==> src/rtl/cfg_win_pkg.sv <==
package cfg_win_pkg;

  parameter int WORD_W       = 32;
  parameter int BUS_W        = 8;
  parameter int DEVFN_W      = 8;
  parameter int REGNUM_W     = 6;
  parameter int OFF_W        = 16;
  parameter int CTRL_BUS_LSB = 16;
  parameter int STAT_VLD_BIT = 20;
  parameter int STAT_ERR_BIT = 19;

  typedef enum logic [1:0] {
    SEQ_IDLE = 2'd0,
    SEQ_BUSY = 2'd1,
    SEQ_RESP = 2'd2
  } seq_state_t;

  typedef struct packed {
    logic [DEVFN_W-1:0]  devfn;
    logic [REGNUM_W-1:0] regnum;
  } cfg_loc_t;

  // Reverse byte order between the big-endian system side and the PCI side.
  function automatic logic [WORD_W-1:0] swap_bytes(input logic [WORD_W-1:0] w);
    return {w[7:0], w[15:8], w[23:16], w[31:24]};
  endfunction

  // Offset bits 15:2 split into device/function and register number.
  function automatic cfg_loc_t split_offset(input logic [OFF_W-1:2] off);
    cfg_loc_t l;
    l.devfn  = off[OFF_W-1:8];
    l.regnum = off[7:2];
    return l;
  endfunction

  // Bus 0 is local (type 0); any other bus is behind a bridge (type 1).
  function automatic logic needs_type1(input logic [BUS_W-1:0] bus);
    return |bus;
  endfunction

endpackage

==> src/rtl/cfg_win_decode.sv <==
module cfg_win_decode
  import cfg_win_pkg::*;
#(
  parameter int                ADDR_W   = 32,
  parameter logic [ADDR_W-1:0] WIN_BASE = 32'h0001_0000
) (
  input  logic [ADDR_W-1:0] addr,
  output logic              hit,
  output cfg_loc_t          loc
);

  localparam int TAG_W = ADDR_W - OFF_W;
  localparam logic [TAG_W-1:0] WIN_TAG = WIN_BASE[ADDR_W-1:OFF_W];

  logic [TAG_W-1:0] addr_tag;
  logic [1:0]       unused_byte_sel;

  assign addr_tag        = addr[ADDR_W-1:OFF_W];
  assign hit             = (addr_tag == WIN_TAG);
  assign loc             = split_offset(addr[OFF_W-1:2]);
  assign unused_byte_sel = addr[1:0];

endmodule

==> src/rtl/cfg_win_regs.sv <==
module cfg_win_regs
  import cfg_win_pkg::*;
(
  input  logic              clk,
  input  logic              rst_n,
  input  logic              reg_wr,
  input  logic              reg_sel,
  input  logic [WORD_W-1:0] reg_wdata,
  input  logic              set_vld,
  input  logic              set_err,
  output logic              clr_vld,
  output logic              clr_err,
  output logic [BUS_W-1:0]  bus_sel,
  output logic              stat_vld,
  output logic              stat_err,
  output logic [WORD_W-1:0] reg_rdata
);

  logic             ctrl_we;
  logic             stat_we;
  logic [BUS_W-1:0] bus_q;
  logic             vld_q;
  logic             err_q;
  logic             unused_wbits;

  assign ctrl_we = reg_wr && !reg_sel;
  assign stat_we = reg_wr &&  reg_sel;
  assign clr_vld = stat_we && reg_wdata[STAT_VLD_BIT];
  assign clr_err = stat_we && reg_wdata[STAT_ERR_BIT];
  assign unused_wbits = ^{reg_wdata[WORD_W-1:CTRL_BUS_LSB+BUS_W], reg_wdata[CTRL_BUS_LSB-1:0]};

  always_ff @(posedge clk or negedge rst_n) begin
    if (!rst_n) begin
      bus_q <= '0;
    end else if (ctrl_we) begin
      bus_q <= reg_wdata[CTRL_BUS_LSB +: BUS_W];
    end
  end

  // Sticky bits: a completion outranks a write-one clear in the same cycle.
  always_ff @(posedge clk or negedge rst_n) begin
    if (!rst_n) begin
      vld_q <= 1'b0;
      err_q <= 1'b0;
    end else begin
      if (set_vld)      vld_q <= 1'b1;
      else if (clr_vld) vld_q <= 1'b0;
      if (set_err)      err_q <= 1'b1;
      else if (clr_err) err_q <= 1'b0;
    end
  end

  always_comb begin
    reg_rdata = '0;
    if (reg_sel) begin
      reg_rdata[STAT_VLD_BIT] = vld_q;
      reg_rdata[STAT_ERR_BIT] = err_q;
    end else begin
      reg_rdata[CTRL_BUS_LSB +: BUS_W] = bus_q;
    end
  end

  assign bus_sel  = bus_q;
  assign stat_vld = vld_q;
  assign stat_err = err_q;

endmodule

==> src/rtl/cfg_win_seq.sv <==
module cfg_win_seq
  import cfg_win_pkg::*;
(
  input  logic                clk,
  input  logic                rst_n,
  input  logic                sb_req,
  input  logic                sb_write,
  input  logic [WORD_W-1:0]   sb_wdata,
  input  logic                hit,
  input  cfg_loc_t            loc,
  input  logic [BUS_W-1:0]    bus_sel,
  input  logic                pm_done,
  input  logic                pm_err,
  input  logic [WORD_W-1:0]   pm_rdata,
  output logic                pm_req,
  output logic                pm_write,
  output logic                pm_type1,
  output logic [BUS_W-1:0]    pm_bus,
  output logic [DEVFN_W-1:0]  pm_devfn,
  output logic [REGNUM_W-1:0] pm_regnum,
  output logic [WORD_W-1:0]   pm_wdata,
  output logic                sb_ready,
  output logic [WORD_W-1:0]   sb_rdata,
  output logic                evt_accept,
  output logic                evt_miss,
  output logic                evt_complete
);

  seq_state_t          state_q;
  logic                write_q;
  logic                type1_q;
  logic [BUS_W-1:0]    bus_q;
  cfg_loc_t            loc_q;
  logic [WORD_W-1:0]   wdata_q;
  logic [WORD_W-1:0]   rdata_q;
  logic [WORD_W-1:0]   rdata_next;

  assign evt_accept   = (state_q == SEQ_IDLE) && sb_req &&  hit;
  assign evt_miss     = (state_q == SEQ_IDLE) && sb_req && !hit;
  assign evt_complete = (state_q == SEQ_BUSY) && pm_done;

  always_comb begin
    if (pm_err)        rdata_next = '1;
    else if (write_q)  rdata_next = '0;
    else               rdata_next = swap_bytes(pm_rdata);
  end

  always_ff @(posedge clk or negedge rst_n) begin
    if (!rst_n) begin
      state_q <= SEQ_IDLE;
    end else begin
      unique case (state_q)
        SEQ_IDLE: begin
          if (evt_accept)    state_q <= SEQ_BUSY;
          else if (evt_miss) state_q <= SEQ_RESP;
        end
        SEQ_BUSY: if (pm_done) state_q <= SEQ_RESP;
        SEQ_RESP: state_q <= SEQ_IDLE;
        default:  state_q <= SEQ_IDLE;
      endcase
    end
  end

  // Cycle attributes are latched at acceptance and held for the whole cycle.
  always_ff @(posedge clk or negedge rst_n) begin
    if (!rst_n) begin
      write_q <= 1'b0;
      type1_q <= 1'b0;
      bus_q   <= '0;
      loc_q   <= '0;
      wdata_q <= '0;
    end else if (evt_accept) begin
      write_q <= sb_write;
      type1_q <= needs_type1(bus_sel);
      bus_q   <= bus_sel;
      loc_q   <= loc;
      wdata_q <= swap_bytes(sb_wdata);
    end
  end

  always_ff @(posedge clk or negedge rst_n) begin
    if (!rst_n) begin
      rdata_q <= '0;
    end else if (evt_miss) begin
      rdata_q <= '0;
    end else if (evt_complete) begin
      rdata_q <= rdata_next;
    end
  end

  assign pm_req    = (state_q == SEQ_BUSY);
  assign pm_write  = write_q;
  assign pm_type1  = type1_q;
  assign pm_bus    = bus_q;
  assign pm_devfn  = loc_q.devfn;
  assign pm_regnum = loc_q.regnum;
  assign pm_wdata  = wdata_q;
  assign sb_ready  = (state_q == SEQ_RESP);
  assign sb_rdata  = rdata_q;

endmodule

==> src/rtl/cfg_window_ctrl.sv <==
module cfg_window_ctrl
  import cfg_win_pkg::*;
#(
  parameter int                ADDR_W   = 32,
  parameter logic [ADDR_W-1:0] WIN_BASE = 32'h0001_0000
) (
  input  logic                clk,
  input  logic                rst_n,
  input  logic                sb_req,
  input  logic                sb_write,
  input  logic [ADDR_W-1:0]   sb_addr,
  input  logic [WORD_W-1:0]   sb_wdata,
  output logic                sb_ready,
  output logic [WORD_W-1:0]   sb_rdata,
  input  logic                reg_wr,
  input  logic                reg_sel,
  input  logic [WORD_W-1:0]   reg_wdata,
  output logic [WORD_W-1:0]   reg_rdata,
  output logic                pm_req,
  output logic                pm_write,
  output logic                pm_type1,
  output logic [BUS_W-1:0]    pm_bus,
  output logic [DEVFN_W-1:0]  pm_devfn,
  output logic [REGNUM_W-1:0] pm_regnum,
  output logic [WORD_W-1:0]   pm_wdata,
  input  logic                pm_done,
  input  logic                pm_err,
  input  logic [WORD_W-1:0]   pm_rdata
);

  logic             win_hit;
  cfg_loc_t         win_loc;
  logic [BUS_W-1:0] bus_sel;
  logic             evt_accept;
  logic             evt_miss;
  logic             evt_complete;
  logic             evt_fail;
  logic             evt_clr_vld;
  logic             evt_clr_err;
  logic             stat_vld;
  logic             stat_err;

  assign evt_fail = evt_complete && pm_err;

  cfg_win_decode #(
    .ADDR_W   (ADDR_W),
    .WIN_BASE (WIN_BASE)
  ) u_decode (
    .addr (sb_addr),
    .hit  (win_hit),
    .loc  (win_loc)
  );

  cfg_win_regs u_regs (
    .clk       (clk),
    .rst_n     (rst_n),
    .reg_wr    (reg_wr),
    .reg_sel   (reg_sel),
    .reg_wdata (reg_wdata),
    .set_vld   (evt_complete),
    .set_err   (evt_fail),
    .clr_vld   (evt_clr_vld),
    .clr_err   (evt_clr_err),
    .bus_sel   (bus_sel),
    .stat_vld  (stat_vld),
    .stat_err  (stat_err),
    .reg_rdata (reg_rdata)
  );

  cfg_win_seq u_seq (
    .clk          (clk),
    .rst_n        (rst_n),
    .sb_req       (sb_req),
    .sb_write     (sb_write),
    .sb_wdata     (sb_wdata),
    .hit          (win_hit),
    .loc          (win_loc),
    .bus_sel      (bus_sel),
    .pm_done      (pm_done),
    .pm_err       (pm_err),
    .pm_rdata     (pm_rdata),
    .pm_req       (pm_req),
    .pm_write     (pm_write),
    .pm_type1     (pm_type1),
    .pm_bus       (pm_bus),
    .pm_devfn     (pm_devfn),
    .pm_regnum    (pm_regnum),
    .pm_wdata     (pm_wdata),
    .sb_ready     (sb_ready),
    .sb_rdata     (sb_rdata),
    .evt_accept   (evt_accept),
    .evt_miss     (evt_miss),
    .evt_complete (evt_complete)
  );

endmodule

==> config.mk <==
export PLATFORM = sky130hd
export DESIGN_NAME = cfg_window_ctrl
export DESIGN_NICKNAME = d
export VERILOG_FILES = /design/src/rtl/cfg_win_pkg.sv /design/src/rtl/cfg_win_decode.sv /design/src/rtl/cfg_win_regs.sv /design/src/rtl/cfg_win_seq.sv /design/src/rtl/cfg_window_ctrl.sv
export SDC_FILE = /design/constraint.sdc
export NUM_CORES = 1
export LEC_CHECK = 0
export ABC_AREA = 1
export BUFFER_PORTS_ARGS = -buffer_cell sky130_fd_sc_hd__buf_2
export CAP_MARGIN = 15
export CORE_ASPECT_RATIO = 0.8
export CORE_MARGIN = 1.5
export CORE_UTILIZATION = 40
export CTS_BUF_LIST = sky130_fd_sc_hd__clkbuf_4
export CTS_CLUSTER_DIAMETER = 150
export DETAILED_ROUTE_END_ITERATION = 6
export PLACE_DENSITY = 0.73
export SYNTH_ARGS = -nofsm -noshare
export SYNTH_HDL_FRONTEND = slang
export SYNTH_HIERARCHICAL = 1
export SYNTH_SLANG_ARGS = --single-unit
==> constraint.sdc <==
create_clock -name clk -period 1.6 [get_ports clk]
set_input_delay 0.24 -clock clk [delete_from_list [all_inputs] [get_ports clk]]
set_output_delay 0.24 -clock clk [all_outputs]
set_load 0.01 [all_outputs]
## Yosys cells after proc, flatten, opt, wreduce, memory -nomap -nowiden

Cells that the tools add are included.

- Eq/ne operators: 5
- Muxes and demuxes: 15
- Reduce and logical (&&, ||, !) cells: 17

Operators by type and width:

| cell | count |
|---|---|
| $mux W32 | 4 |
| $eq A16 B1 Y1 const B | 1 |
| $logic_and A1 B1 Y1 | 9 |
| $mux W2 | 4 |
| $reduce_or A8 Y1 | 1 |
| $mux W3 | 2 |
| $reduce_bool A2 Y1 | 3 |
| $mux W1 | 4 |
| $pmux W2 S2 | 1 |
| $ne A3 B3 Y1 const B | 1 |
| $eq A2 B1 Y1 const B | 1 |
| $eq A2 B2 Y1 const B | 1 |
| $logic_not A1 Y1 | 2 |
| $logic_not A2 Y1 | 1 |
| $ne A2 B1 Y1 const B | 1 |
| $reduce_and A2 Y1 | 1 |

- Bits in registers: 100
- Input bits: 136
- Output and inout port bits: 122

## Logic depth before layout (Yosys ltp)

- Depth in word-level cells: 6
- Depth in mapped cells: 11

## Hierarchy

Netlist, hierarchy kept.

Modules (own cells, without submodules):

| module | times used | cells an instance | area each (µm²) | seq. area each (µm²) |
|---|---|---|---|---|
| cfg_win_seq | 1 | 467 | 3,821.2 | 2,252.2 |
| cfg_win_regs | 1 | 92 | 681.9 | 250.2 |
| cfg_win_decode | 1 | 44 | 217.7 | 0.0 |
| cfg_window_ctrl | 1 | 2 | 7.5 | 0.0 |

## Worst setup path after synthesis

No wires, ideal clock.

- Kind: input port to flip-flop
- Start: input port sb_addr[22]
- End: register u_seq.write_q (netlist: u_seq/pm_write)
- Library setup time: 0.116 ns
- Arrival time: 1.130 ns
- Path slack: 0.353 ns
- Cell stages on the path: 10
- Buffers on the path: 2
- Cell sequence: inv_1 > nand2_1 > nor2_1 > nand2_1 > nor2_1 > nand3_2 > buf_4 > buf_2 > nand2_1 > nand2_1

- Cells in the longest elaborated chain, start to end: 2

Ends and longest elaborated chain:

| element | RTL line | source |
|---|---|---|
| start, declared | cfg_window_ctrl.sv:11 | `input logic [ADDR_W-1:0] sb_addr,` |
| $eq A16 B1 Y1 | cfg_win_decode.sv:19 | `assign hit = (addr_tag == WIN_TAG);` |
| net win_hit | cfg_window_ctrl.sv:31 | `logic win_hit;` |
| $logic_and A1 B1 Y1 | cfg_win_seq.sv:38 | `assign evt_accept = (state_q == SEQ_IDLE) && sb_req && hit;` |
| end signal, assigned | cfg_win_seq.sv:73 | `write_q <= sb_write;` |
| end, declared | cfg_win_seq.sv:30 | `logic write_q;` |

The timed path passes the listed nets, and every way through them passes these cells.
A chain may end at the register's enable or synchronous reset.

## Final worst setup path

- Start: register u_seq.write_q (netlist: u_seq/pm_write)
- End: output port pm_write

RTL lines:

| element | RTL line | source |
|---|---|---|
| end, declared | cfg_window_ctrl.sv:20 | `output logic pm_write,` |

No word-level cell between the ends.

==> flow_metrics.tcl <==
set metrics [dict create \
    rsz0062_at_grt "false" \
    track_usage 0.190 \
    setup_ws_ps 165 \
    status "finished clean" \
    skew_ps 20.5 \
    post-route-min-period_ps 1440 \
    path_class "flip-flop to output port" \
    finalSetupViolations 0 \
    wirelength_um 11700 \
    grt_max_degree 101 \
    post-place-ws_ps 121 \
    vias_per_cell 4.34 \
    tritoncts "done" \
    ios 258 \
    grt_pass1_vias 4077 \
    power-per-cell-area_nw_per_um2 716 \
    ctsLongestPathBuffers 2 \
    endpoint_kind "output port" \
    h-tree-depth 3 \
    gr-total-overflow 0 \
    cts-root-buf "clkbuf_4" \
    drive_gt1_frac 0.285 \
    grt_pass1_wl_um 19300 \
    hold_path_class "primary input to flip-flop" \
    core_um2 11500 \
    drc 0 \
    crit_arrival_ps 1200 \
    fin_setup_tns_ps 0 \
    port_buffers 207 \
    cts_sinks 100 \
    syn_area_per_cell_um2 7.84 \
    yosysWarnings 6 \
    rows 35 \
    routedWlPerCell_um 11.8 \
    dieArea_um2 12500 \
    syn-cell-area_um2 4720 \
    syn_to_final_growth_pct 34.8 \
    crit_required_ps 1360 \
    insertion_delay_ps 430 \
    final_util 0.552 \
    first_pass_iters 4 \
    final_max_slew_viol_count 0 \
    hold_violations 0 \
    relSlewSlack 0.623 \
    max_freq_mhz 697 \
    peakVddDrop_uv 422 \
    drtIter0Drc 201 \
    diodes 0 \
    syn_inst 602 \
    worst_pin_slew_ps 564 \
    place.gp.congestion 0.744 \
    maxCapViolations 0 \
    cts.reportedPaths.clkPinSlew_ps 160 \
    dp_hpwl_um 7310 \
    floorplan.initialDensity 0.410 \
    leakage_uw 0.00404 \
    startpoint_type "flip-flop" \
    antenna_found_initial 0 \
    vias 4282 \
    period_share 0.897 \
    cts_buffers 9 \
    die_h_um 100 \
    nets 970 \
    die_x_um 124 \
    worstPathMaxFanout 34 \
    antenna_left 0 \
]
-- per-stage QoR --
stage          hold slack [ps]  instance area, µm²  std cells  power (µW)
3_3_place_gp               344                5700        921        3030
5_1_grt                   3.97                6360        986        4800
4_1_cts                   3.69                6350        986        4620
6_report                  50.8                6360        986        4560
3_5_place_dp               347                5700        921        3040
2_1_floorplan            -55.6                4800        625        2870
-- registers in the layout, indices dropped and copies added (netlist names), 2 cells and up --
register         count
u_seq/pm_devfn       8
u_seq/sb_rdata      32
u_seq/state_q        2
u_regs/bus_sel       8
u_seq/pm_regnum      6
u_seq/pm_bus         8
u_seq/pm_wdata      32
-- metal layers --
metal  routed length, µm  global-route usage  vias to the layer above
li1                    -                   -                     2202
met1                5260               0.243                     1913
met2                5470               0.310                      153
met3                 806              0.0597                       14
met4                 138              0.0619                        0
met5                   0                   0                        -
-- power breakdown --
group          switching (µW)  internal [µW]
Sequential               22.4           2560
Combinational             259            249
Clock                     803            667
-- cells in the final DEF (no fill, tap or decap), drive strengths merged --
master and count:
dlygate4sd3 50, dfrtp 100, clkinv 1, nand3 44, bufinv 2, nand2 262
buf 216, nor2 15, clkbuf 11, inv 72, conb 24, o21ai 41
-- worst paths after layout --
check | from | end | slack, ps | cells after the start
min in group asynchronous | rst_n | u_seq/pm_regnum[0]$_DFFE_PN0P_ | 380 | 3
hold reg to reg | u_seq/pm_wdata[29]$_DFFE_PN0P_ | u_seq/pm_wdata[29]$_DFFE_PN0P_ | 490 | 2
max in group asynchronous | rst_n | u_regs/stat_err$_DFFE_PN0P_ | 770 | 3
setup reg to reg | u_seq/state_q[1]$_DFFE_PN0P_ | u_regs/stat_err$_DFFE_PN0P_ | 210 | 9
hold / removal | reg_wdata[21] | u_regs/bus_sel[5]$_DFFE_PN0P_ | 50 | 3
setup / recovery | u_seq/pm_write$_DFFE_PN0P_ | pm_write | 160 | 2
-- repair_timing --
| item | 4_1_cts | 5_1_grt |
|---|---|---|
| setup endpoints to repair | 0 | 1 |
| hold buffers | 50 | 0 |
| gates resized for setup | 0 | 1 |
| endpoints found under the hold margin | 149 | 0 |
| setup buffers | 0 | 0 |
-- final cells by class --
| class | count | area (µm²) |
|---|---|---|
| multi-input cells | 386 | 1580 |
| well taps | 148 | 185 |
| inverters | 71 | 267 |
| clock buffers | 11 | 82.6 |
| clock inverters | 4 | 73.8 |
| fillers | 1046 | 5160 |
| repair buffers | 266 | 1670 |
| flip-flops and latches | 100 | 2500 |
-- critical path, stage by stage (launching register included) --
cell and delay (ps):
dfrtp_1 370, buf_6 220, buf_2 170
Note: power is estimated with default switching activity, not from simulation.
